File: src/rtl/cmdq_pkg.sv
package cmdq_pkg;

  localparam logic [7:0] OP_WRITE   = 8'h90;
  localparam logic [7:0] OP_LOGIC   = 8'hA0;
  localparam logic [4:0] SUB_ASSIGN = 5'd0;
  localparam logic [3:0] ARG_IMM    = 4'h8;

  typedef enum logic [1:0] {
    K_BAD      = 2'd0,
    K_DIRECT   = 2'd1,
    K_INDIRECT = 2'd2,
    K_ASSIGN   = 2'd3
  } kind_e;

  function automatic logic [7:0] f_opcode(input logic [63:0] w);
    return w[63:56];
  endfunction

  function automatic logic [4:0] f_select(input logic [63:0] w);
    return w[55:51];
  endfunction

  function automatic logic f_indirect(input logic [63:0] w);
    return w[50];
  endfunction

  function automatic logic [15:0] f_offset(input logic [63:0] w);
    return w[47:32];
  endfunction

  function automatic logic [3:0] f_argtype(input logic [63:0] w);
    return w[47:44];
  endfunction

  function automatic logic [3:0] f_regidx(input logic [63:0] w);
    return w[43:40];
  endfunction

  function automatic logic [31:0] f_value(input logic [63:0] w);
    return w[31:0];
  endfunction

  function automatic logic [31:0] form_addr(input logic [15:0] hi, input logic [15:0] off);
    return {hi, off};
  endfunction

endpackage

File: src/rtl/cmdq_decode.sv
module cmdq_decode
  import cmdq_pkg::*;
#(
  parameter int NSPR = 4
) (
  input  logic [63:0] word,
  output kind_e       kind,
  output logic [4:0]  sel,
  output logic [3:0]  idx,
  output logic [15:0] off,
  output logic [31:0] val
);

  localparam logic [4:0] NSPR_S = 5'(NSPR);
  localparam logic [3:0] NSPR_I = 4'(NSPR);

  assign sel = f_select(word);
  assign idx = f_regidx(word);
  assign off = f_offset(word);
  assign val = f_value(word);

  always_comb begin
    kind = K_BAD;
    if (f_opcode(word) == OP_WRITE) begin
      if (!f_indirect(word))    kind = K_DIRECT;
      else if (sel < NSPR_S)    kind = K_INDIRECT;
    end else if (f_opcode(word) == OP_LOGIC) begin
      if (sel == SUB_ASSIGN && f_argtype(word) == ARG_IMM && idx < NSPR_I)
        kind = K_ASSIGN;
    end
  end

endmodule

File: src/rtl/cmdq_subsys_lut.sv
module cmdq_subsys_lut #(
  parameter int ENTRIES = 32,
  parameter int HI_W    = 16,
  localparam int IDX_W  = (ENTRIES > 1) ? $clog2(ENTRIES) : 1
) (
  input  logic             clk,
  input  logic             rst_n,
  input  logic             cfg_we,
  input  logic [IDX_W-1:0] cfg_idx,
  input  logic [HI_W-1:0]  cfg_hi,
  input  logic             cfg_ok,
  input  logic [4:0]       rd_sel,
  output logic [HI_W-1:0]  rd_hi,
  output logic             rd_ok
);

  logic [HI_W-1:0]    ent_hi [ENTRIES];
  logic [ENTRIES-1:0] ent_ok;
  logic               in_range;
  logic [IDX_W-1:0]   rd_idx;

  assign in_range = (32'(rd_sel) < ENTRIES);
  assign rd_idx   = rd_sel[IDX_W-1:0];
  assign rd_hi    = ent_hi[rd_idx];
  assign rd_ok    = in_range && ent_ok[rd_idx];

  always_ff @(posedge clk or negedge rst_n) begin
    if (!rst_n) begin
      for (int i = 0; i < ENTRIES; i++) ent_hi[i] <= '0;
      ent_ok <= '0;
    end else if (cfg_we) begin
      ent_hi[cfg_idx] <= cfg_hi;
      ent_ok[cfg_idx] <= cfg_ok;
    end
  end

  AST_LUT_PROG: assert property (@(posedge clk) disable iff (!rst_n)
    cfg_we |=> (ent_ok[$past(cfg_idx)] == $past(cfg_ok)));

endmodule

File: src/rtl/cmdq_spr_file.sv
module cmdq_spr_file #(
  parameter int THREADS = 32,
  parameter int NSPR    = 4,
  parameter int W       = 16,
  localparam int TID_W  = (THREADS > 1) ? $clog2(THREADS) : 1,
  localparam int SI_W   = (NSPR > 1) ? $clog2(NSPR) : 1
) (
  input  logic             clk,
  input  logic             rst_n,
  input  logic [TID_W-1:0] tid,
  input  logic             we,
  input  logic [SI_W-1:0]  wr_idx,
  input  logic [W-1:0]     wr_data,
  input  logic [SI_W-1:0]  rd_idx,
  output logic [W-1:0]     rd_data
);

  logic [THREADS-1:0]                 thr_we;
  logic [THREADS-1:0][NSPR-1:0][W-1:0] flat;

  for (genvar t = 0; t < THREADS; t++) begin : g_thr
    logic [NSPR-1:0][W-1:0] bank;
    assign thr_we[t] = we && (tid == TID_W'(t));
    always_ff @(posedge clk or negedge rst_n) begin
      if (!rst_n)         bank <= '0;
      else if (thr_we[t]) bank[wr_idx] <= wr_data;
    end
    assign flat[t] = bank;
  end

  assign rd_data = flat[tid][rd_idx];

  AST_SPR_ONEHOT: assert property (@(posedge clk) disable iff (!rst_n)
    $onehot0(thr_we));
  AST_SPR_QUIET: assert property (@(posedge clk) disable iff (!rst_n)
    !we |=> $stable(flat));

endmodule

File: src/rtl/cmdq_wr_exec.sv
module cmdq_wr_exec
  import cmdq_pkg::*;
#(
  parameter int THREADS  = 32,
  parameter int NSPR     = 4,
  parameter int SUBSYS_N = 32,
  localparam int TID_W   = (THREADS > 1) ? $clog2(THREADS) : 1,
  localparam int LUT_W   = (SUBSYS_N > 1) ? $clog2(SUBSYS_N) : 1,
  localparam int SI_W    = (NSPR > 1) ? $clog2(NSPR) : 1
) (
  input  logic               clk,
  input  logic               rst_n,
  input  logic               in_valid,
  output logic               in_ready,
  input  logic [TID_W-1:0]   in_tid,
  input  logic [63:0]        in_word,
  input  logic               cfg_we,
  input  logic [LUT_W-1:0]   cfg_idx,
  input  logic [15:0]        cfg_hi,
  input  logic               cfg_ok,
  output logic               wr_valid,
  output logic [31:0]        wr_addr,
  output logic [31:0]        wr_data,
  input  logic               wr_ready,
  output logic [THREADS-1:0] err_flags
);

  kind_e        kind;
  logic [4:0]   sel;
  logic [3:0]   ridx;
  logic [15:0]  off;
  logic [31:0]  val;
  logic [15:0]  lut_hi;
  logic         lut_ok;
  logic [15:0]  spr_hi;
  logic [15:0]  hi_pick;

  logic         wv_q;
  logic [31:0]  addr_q;
  logic [31:0]  data_q;
  logic [THREADS-1:0] err_q;

  logic         accept;
  logic         issue;
  logic         fire_err;
  logic         spr_we;
  logic         drain;

  cmdq_decode #(.NSPR(NSPR)) u_dec (
    .word (in_word),
    .kind (kind),
    .sel  (sel),
    .idx  (ridx),
    .off  (off),
    .val  (val)
  );

  cmdq_subsys_lut #(.ENTRIES(SUBSYS_N), .HI_W(16)) u_lut (
    .clk     (clk),
    .rst_n   (rst_n),
    .cfg_we  (cfg_we),
    .cfg_idx (cfg_idx),
    .cfg_hi  (cfg_hi),
    .cfg_ok  (cfg_ok),
    .rd_sel  (sel),
    .rd_hi   (lut_hi),
    .rd_ok   (lut_ok)
  );

  cmdq_spr_file #(.THREADS(THREADS), .NSPR(NSPR), .W(16)) u_spr (
    .clk     (clk),
    .rst_n   (rst_n),
    .tid     (in_tid),
    .we      (spr_we),
    .wr_idx  (ridx[SI_W-1:0]),
    .wr_data (val[15:0]),
    .rd_idx  (sel[SI_W-1:0]),
    .rd_data (spr_hi)
  );

  assign in_ready = !wv_q;
  assign accept   = in_valid && in_ready;
  assign drain    = wv_q && wr_ready;
  assign hi_pick  = (kind == K_INDIRECT) ? spr_hi : lut_hi;
  assign issue    = accept && ((kind == K_INDIRECT) || (kind == K_DIRECT && lut_ok));
  assign fire_err = accept && ((kind == K_BAD) || (kind == K_DIRECT && !lut_ok));
  assign spr_we   = accept && (kind == K_ASSIGN);

  always_ff @(posedge clk or negedge rst_n) begin
    if (!rst_n) begin
      wv_q   <= 1'b0;
      addr_q <= '0;
      data_q <= '0;
      err_q  <= '0;
    end else begin
      if (drain) wv_q <= 1'b0;
      if (issue) begin
        wv_q   <= 1'b1;
        addr_q <= form_addr(hi_pick, off);
        data_q <= val;
      end
      if (fire_err) err_q[in_tid] <= 1'b1;
    end
  end

  assign wr_valid  = wv_q;
  assign wr_addr   = addr_q;
  assign wr_data   = data_q;
  assign err_flags = err_q;

  AST_HOLD_STABLE: assert property (@(posedge clk) disable iff (!rst_n)
    wv_q && !wr_ready |=> wv_q && $stable(addr_q) && $stable(data_q));
  AST_ISSUE_SHOWS: assert property (@(posedge clk) disable iff (!rst_n)
    issue |=> wr_valid);
  AST_ERR_NO_WRITE: assert property (@(posedge clk) disable iff (!rst_n)
    fire_err |=> !wr_valid);
  AST_ERR_STICKY: assert property (@(posedge clk) disable iff (!rst_n)
    (err_q & $past(err_q)) == $past(err_q));
  AST_ERR_ONE: assert property (@(posedge clk) disable iff (!rst_n)
    $countones(err_q ^ $past(err_q)) <= 1);

endmodule

File: config.mk
export PLATFORM = sky130hd
export DESIGN_NAME = cmdq_wr_exec
export DESIGN_NICKNAME = d
export VERILOG_FILES = /design/src/rtl/cmdq_pkg.sv /design/src/rtl/cmdq_decode.sv /design/src/rtl/cmdq_subsys_lut.sv /design/src/rtl/cmdq_spr_file.sv /design/src/rtl/cmdq_wr_exec.sv
export SDC_FILE = /design/constraint.sdc
export NUM_CORES = 2
export LEC_CHECK = 0
export BUFFER_PORTS_ARGS = -buffer_cell sky130_fd_sc_hd__buf_2
export CORE_UTILIZATION = 25
export CTS_BUF_LIST = sky130_fd_sc_hd__clkbuf_4 sky130_fd_sc_hd__clkbuf_8 sky130_fd_sc_hd__clkbuf_16
export DETAILED_ROUTE_END_ITERATION = 10
export PLACE_DENSITY = 0.51
export SLEW_MARGIN = 10
export SYNTH_ARGS = -nofsm -noshare
export SYNTH_HDL_FRONTEND = slang
export SYNTH_SLANG_ARGS = --single-unit
export TNS_END_PERCENT = 20
File: constraint.sdc
create_clock -name clk -period 2.1 [get_ports clk]
set_input_delay 0.42 -clock clk [delete_from_list [all_inputs] [get_ports clk]]
set_output_delay 0.42 -clock clk [all_outputs]
set_load 0.01 [all_outputs]
# Word level (Yosys, flattened, before mapping)
# Cells that the tools add are included.
totals:
  latch_bits: 0
  ramBits: 0
  mem_bits_ro: 0
  register_bits: 2689
  n_memories: 0
  output_inout_bits: 98
op_classes:
  shift: 0
  bitwise_logic: 3
  div_mod_pow: 0
  eq_ne: 37
  n_mul: 0
  add_sub_neg: 0
  n_mux: 59
  order_cmp: 13
  n_reduce_logical: 53
ops:
  columns: ["cell", "count"]
  rows:
  - ["64-bit bitwise mux", 32]
  - ["512-bit bitwise mux", 1]
  - ["64-bit binary-select mux with 5-bit select", 1]
  - ["16-bit two-way mux", 6]
  - ["16-bit binary-select mux with 5-bit select", 1]
  - ["16-bit demux with 5-bit select", 1]
  - ["5-bit equality test (second input constant)", 16]
  - ["64-bit two-way mux", 1]
  - ["1-bit logical AND", 45]
  - ["5-bit by 4-bit equality test with 1-bit output (second input constant)", 8]
  - ["16-bit binary-select mux with 2-bit select", 1]
  - ["32-bit bitwise mux", 1]
  - ["16-bit demux with 2-bit select", 1]
  - ["32-bit bitwise OR", 1]
  - ["5-bit by 3-bit equality test with 1-bit output (second input constant)", 4]
  - ["5-bit by 6-bit < comparator with 1-bit output (second input constant)", 3]
  - ["8-bit equality test (second input constant)", 2]
  - ["6-bit greater-or-equal comparator (second input constant)", 2]
  - ["5-bit inverter with 6-bit output", 2]
  - ["1-bit demux with 5-bit select", 2]
  - ["5-bit by 2-bit equality test with 1-bit output (second input constant)", 2]
  - ["5-bit by 1-bit greater-or-equal comparator with 1-bit output (second input constant)", 2]
  - ["5-bit zero test", 2]
  - ["2-bit two-way mux", 5]
  - ["other kinds (15)", 23]

# Depth between registers and ports, before layout
logic_depth:
  word_depth: 11
  depth_mapped: 12

# Cells and area by module
# Synthesis repeated with hierarchy kept, for this count alone.
unflattened:
  hier_cells: 8332
  area_unflattened_um2: 123362.1
modules_own_cells:
  columns: ["mod", "cells_each", "area_per_inst_um2", "instances"]
  rows:
  - ["cmdq_spr_file", 6007, 93115.6, 1]
  - ["cmdq_subsys_lut", 1833, 25415.6, 1]
  - ["cmdq_wr_exec", 423, 4305.4, 1]
  - ["cmdq_decode", 69, 525.5, 1]

# Least setup slack after synthesis
# OpenSTA, ideal clock, no wires.
synth_path:
  path_type: "input to register"
  startpoint: "input in_word[51]"
  endpoint: "register addr_q[26] (netlist: wr_addr[26])"
  cell_stages: 7
  setup_time_ns: 0.129
  n_path_buf: 3
  arrival_ns: 2.582
  setup_slack_ns: -0.610
  t_required_ns: 1.971
  cell_sequence: "buf_2 buf_2 buf_2 mux4_2 mux4_2 a221oi_1 a2bb2oi_1"
synth_via:
  elab_chain_cells: 10
synth_rtl:
  columns: ["element", "line", "text"]
  rows:
  - ["start: declaration", "cmdq_wr_exec.sv:16", "input logic [63:0] in_word,"]
  - ["parallel branches: the longest is 10 deep, another holds 5-bit by 3-bit < comparator with 1-bit output", null, null]
  - ["end signal: assignment", "cmdq_wr_exec.sv:99", "addr_q <= form_addr(hi_pick, off);"]
  - ["end: declaration", "cmdq_wr_exec.sv:39", "logic [31:0] addr_q;"]
# Several ways; the timed one is not identified. The select of a mux whose other input is x is not followed.
# A chain may end at the register's enable or synchronous reset.

# Worst setup path after layout
layout_path:
  startpoint: "input in_tid[0]"
  endpoint: "register addr_q[26] (netlist: wr_addr[26])"
layout_via:
  elab_chain_cells: 5
layout_rtl:
  columns: ["element", "line", "text"]
  rows:
  - ["start: declaration", "cmdq_wr_exec.sv:15", "input logic [TID_W-1:0] in_tid,"]
  - ["64-bit binary-select mux with 5-bit select", "cmdq_spr_file.sv:31", "assign rd_data = flat[tid][rd_idx];"]
  - ["64-bit two-way mux (not written as such)", "cmdq_spr_file.sv:31", null]
  - ["16-bit binary-select mux with 2-bit select", "cmdq_spr_file.sv:31", null]
  - ["16-bit two-way mux (not written as such)", "cmdq_spr_file.sv:31", null]
  - ["16-bit two-way mux", "cmdq_wr_exec.sv:84", "assign hi_pick = (kind == K_INDIRECT) ? spr_hi : lut_hi;"]
# No other way between the ends. The select of a mux whose other input is x is not followed.

==> results.py <==
metrics = {
    "status": {
        "status": "finished with violations",
        "violations": "negative setup slack",
    },
    "final_layout": {
        "final_nets": 9396,
        "final_cell_mix": "dfrtp_1 (2685), mux2_2 (2597), buf_4 (798)",
        "areaGrowthSynthToFinish_pct": 28.64,
        "fillers": 47140,
        "post-route-util": 0.3236,
        "register_area_um2": 67300,
        "drive_gt1_frac": 0.5635,
        "final_common_cell": "dfrtp_1",
        "multi_input_area_um2": 53090,
    },
    "logic_synthesis": {
        "syn_inst": 8212,
        "synth_flop_cell": "dfrtp_1",
        "seq_area_frac_synth": 0.5537,
        "synth_edf_count": 0,
        "synth_cell_types": 62,
        "synth_seq_cells": 2689,
        "yosys_warnings": 0,
        "async_flop_share": 1.000,
        "avgSynthCellArea_um2": 14.80,
        "syn_nets": 8308,
        "syn_area_um2": 121500,
    },
    "routing": {
        "drc": 0,
        "wl_per_cell_um": 27.73,
        "ant_nets": 0,
        "firstDrtPassIters": 5,
        "drt_iter0_drc": 5744,
        "wl_mm": 443.4,
        "vias_per_cell": 4.884,
        "vias": 78100,
    },
    "worst_setup_path": {
        "crit_fanout": 37,
        "crit_path_end_kind": "flop",
        "cpMaxStageDelayCell": "nor3_1",
        "r2r-start": "u_spr.flat[1274]$_DFFE_PN0P_",
        "worstSetupStartpointType": "input port",
        "crit_top_cell": "buf_12",
        "reg2reg_setup_slack_ns": -0.45,
        "worstPathArrival_ns": 3.43,
        "crit_family": "buffers and inverters",
        "path_buf_inv": 5,
        "cp-endpoint": "wr_addr[26]$_DFFE_PN0P_",
        "critical-path-max-stage-delay_ns": 0.57,
        "cp_num_cells": 11,
        "crit_chain": "buf_12, buf_16, buf_12, buf_12, mux2i_1, o22ai_1, nor3_1, nand4_1, buf_4, a32oi_4, a2bb2oi_2",
        "crit_start": "in_tid[0]",
        "r2r_cells": 10,
        "required_ns": 2.87,
        "worst-setup-path-type": "in2reg",
        "reg2reg_to": "wr_addr[26]$_DFFE_PN0P_",
    },
    "clock_tree": {
        "htreeDepth": 5,
        "clockRootBuffer": "clkbuf_16",
        "clk_latency_ns": 0.99,
        "clockBufferDepth": 4,
        "cts_buffers": 313,
        "cts_tree": "yes",
        "clock-sinks": 2689,
        "clk_pin_slew_ns": 0.06,
    },
    "sta": {
        "hold_viol_final": 0,
        "slew_headroom": 0.02866,
        "skew_ns": 0.1012,
        "clock.fmax_ghz": 0.3756,
        "rsz0062_at_grt": "yes",
        "period_share": 1.268,
        "worstMarginPinSlew_ns": 1.457,
        "finalWorstSetupSlack_ns": -0.5627,
        "setup_viol": 2101,
        "min_period_ns": 2.663,
        "worst_hold_slack_ns": 0.05613,
        "slew_violations": 0,
    },
    "grt": {
        "grt-ovfl-total": 0,
        "grt_pass1_vias": 83850,
        "track_usage": 0.1765,
        "antenna_found_initial": 24,
        "grt_max_degree": 121,
        "grt_pass1_wl_mm": 631.4,
    },
    "power": {
        "p_sw_w": 0.02988,
        "power.sequential.fraction": 0.445,
        "internal_power_w": 0.09390,
        "p_comb_frac": 0.084,
        "power_w": 0.1238,
        "pwr-share-clk": 0.471,
        "power_density_nw_per_um2": 791.8,
        "p_leak_nw": 74.87,
        "swShare": 0.2414,
        "ir_drop_mv": 0.7705,
    },
    "placement": {
        "place_ws_ns": -1.827,
        "port_buffers": 191,
        "place_congestion": 0.8456,
        "dpl.hpwl_mm": 291.0,
    },
    "floorplanning": {
        "io_pins": 194,
        "die_y_um": 699.2,
        "core_um2": 483100,
        "rows": 255,
        "die_w_um": 699.2,
        "dieArea_um2": 488900,
        "initial_utilization": 0.2516,
    },
    "run": {
        "cap_violations": 0,
    },
    "hold_path": {
        "hp-class": "in2reg",
    },
}
==> metrics by stage <==
step | std cells | cell area (um^2) | setup TNS [ns]
finish | 15990 | 156300 | -290.31
global route | 15990 | 156300 | -499.24
CTS | 15940 | 155200 | -269.79
detailed placement | 15260 | 140600 | -1976.70
global placement | 15260 | 140600 | -1937.06
floorplan | 8212 | 122800 | -599.94
==> worst min-delay path, stage by stage <==
cell and delay (ns):
buf_6 0.09, buf_12 0.20, mux2_2 0.21
==> how the worst min path moves through the flow <==
stage | start | to | slack [ns] | depth (start not counted)
after floorplan | rst_n | err_flags[0]$_DFFE_PN0P_ | 0.12 | 0
after global routing | in_word[10] | u_spr.flat[1674]$_DFFE_PN0P_ | 0.06 | 2
after CTS | in_word[41] | wr_addr[9]$_DFFE_PN0P_ | 0.001 | 2
final | in_word[5] | u_spr.flat[21]$_DFFE_PN0P_ | 0.06 | 3
after detailed placement | rst_n | u_spr.flat[2014]$_DFFE_PN0P_ | 0.40 | 1
after global placement | rst_n | u_spr.flat[2014]$_DFFE_PN0P_ | 0.40 | 1
==> flip-flops by register name, indices dropped and copies added (netlist names) <==
signal / cells
wr_addr: 32
wr_valid: 1
u_lut.ent_ok: 32
u_lut.ent_hi: 512
wr_data: 32
err_flags: 32
u_spr.flat: 2048
==> power by group through the flow <==
stage               Sequential (W)  Combinational [W]  Clock (W)
global placement            0.0558            0.00986          0
detailed placement          0.0560             0.0102          0
global route                0.0554             0.0111     0.0617
finish                      0.0551             0.0104     0.0583
CTS                         0.0551             0.0105     0.0596
floorplan                   0.0557            0.00548          0
==> Yosys cell counts (6+ instances only) <==
| cell type | number | area share |
|---|---|---|
| a211oi_1 | 9 | 0.00056 |
| a21oi_1 | 19 | 0.00078 |
| a22o_1 | 25 | 0.0018 |
| a22oi_1 | 58 | 0.0036 |
| buf_1 | 34 | 0.0011 |
| buf_2 | 158 | 0.0065 |
| buf_4 | 69 | 0.0043 |
| buf_6 | 23 | 0.0021 |
| clkbuf_1 | 452 | 0.014 |
| dfrtp_1 | 2689 | 0.55 |
| mux2_2 | 2616 | 0.24 |
| mux2i_1 | 621 | 0.051 |
| mux4_2 | 373 | 0.069 |
| nand2_1 | 240 | 0.0074 |
| nand2_2 | 96 | 0.0049 |
| nand2b_1 | 6 | 0.00031 |
| nand3_1 | 25 | 0.0010 |
| nand3b_1 | 8 | 0.00049 |
| nand4_1 | 16 | 0.00082 |
| nand4bb_1 | 6 | 0.00056 |
| nor2_1 | 104 | 0.0032 |
| nor2b_1 | 21 | 0.0011 |
| nor3_1 | 42 | 0.0017 |
| nor3b_1 | 8 | 0.00049 |
| nor4_1 | 62 | 0.0032 |
| o2111ai_1 | 7 | 0.00050 |
| o211ai_1 | 15 | 0.00093 |
| o21ai_0 | 23 | 0.00095 |
| o21bai_1 | 32 | 0.0020 |
| o22ai_1 | 285 | 0.015 |
==> repair_timing <==
action / in CTS / in global routing
gates resized for setup: 416 / 130
pin swaps: 105 / 36
cloned: 27 / 18
buffers inserted: 45 / 35
hold buffers: 46 / 0
setup endpoints to repair: 2159 / 2153
endpoints found under the hold margin: 1269 / 0
==> area by class of cell <==
class,count,area share
multi-input combinational,4786,0.3396
clock inverter,109,0.01033
sequential,2689,0.4305
antenna,11,0.0001761
timing repair buffer,1507,0.1074
inverter,3,0.00007204
clock buffer,459,0.06052
tap,6425,0.05143
==> layer usage <==
metal  share of wire  track usage  wire [um]
met1            0.43       0.2334     190600
met2            0.48       0.2920     210700
met3           0.056      0.03146      24620
met4           0.039      0.05801      17400
met5         0.00016            0         69
==> cells by family after synthesis <==
logic type | synth area share
AOI/OAI and AO/OA | 0.02794
muxes | 0.3627
buffers and inverters | 0.02801
and+or+nand+nor | 0.02764
DFF | 0.5537
(Power assumes the default switching activity.)
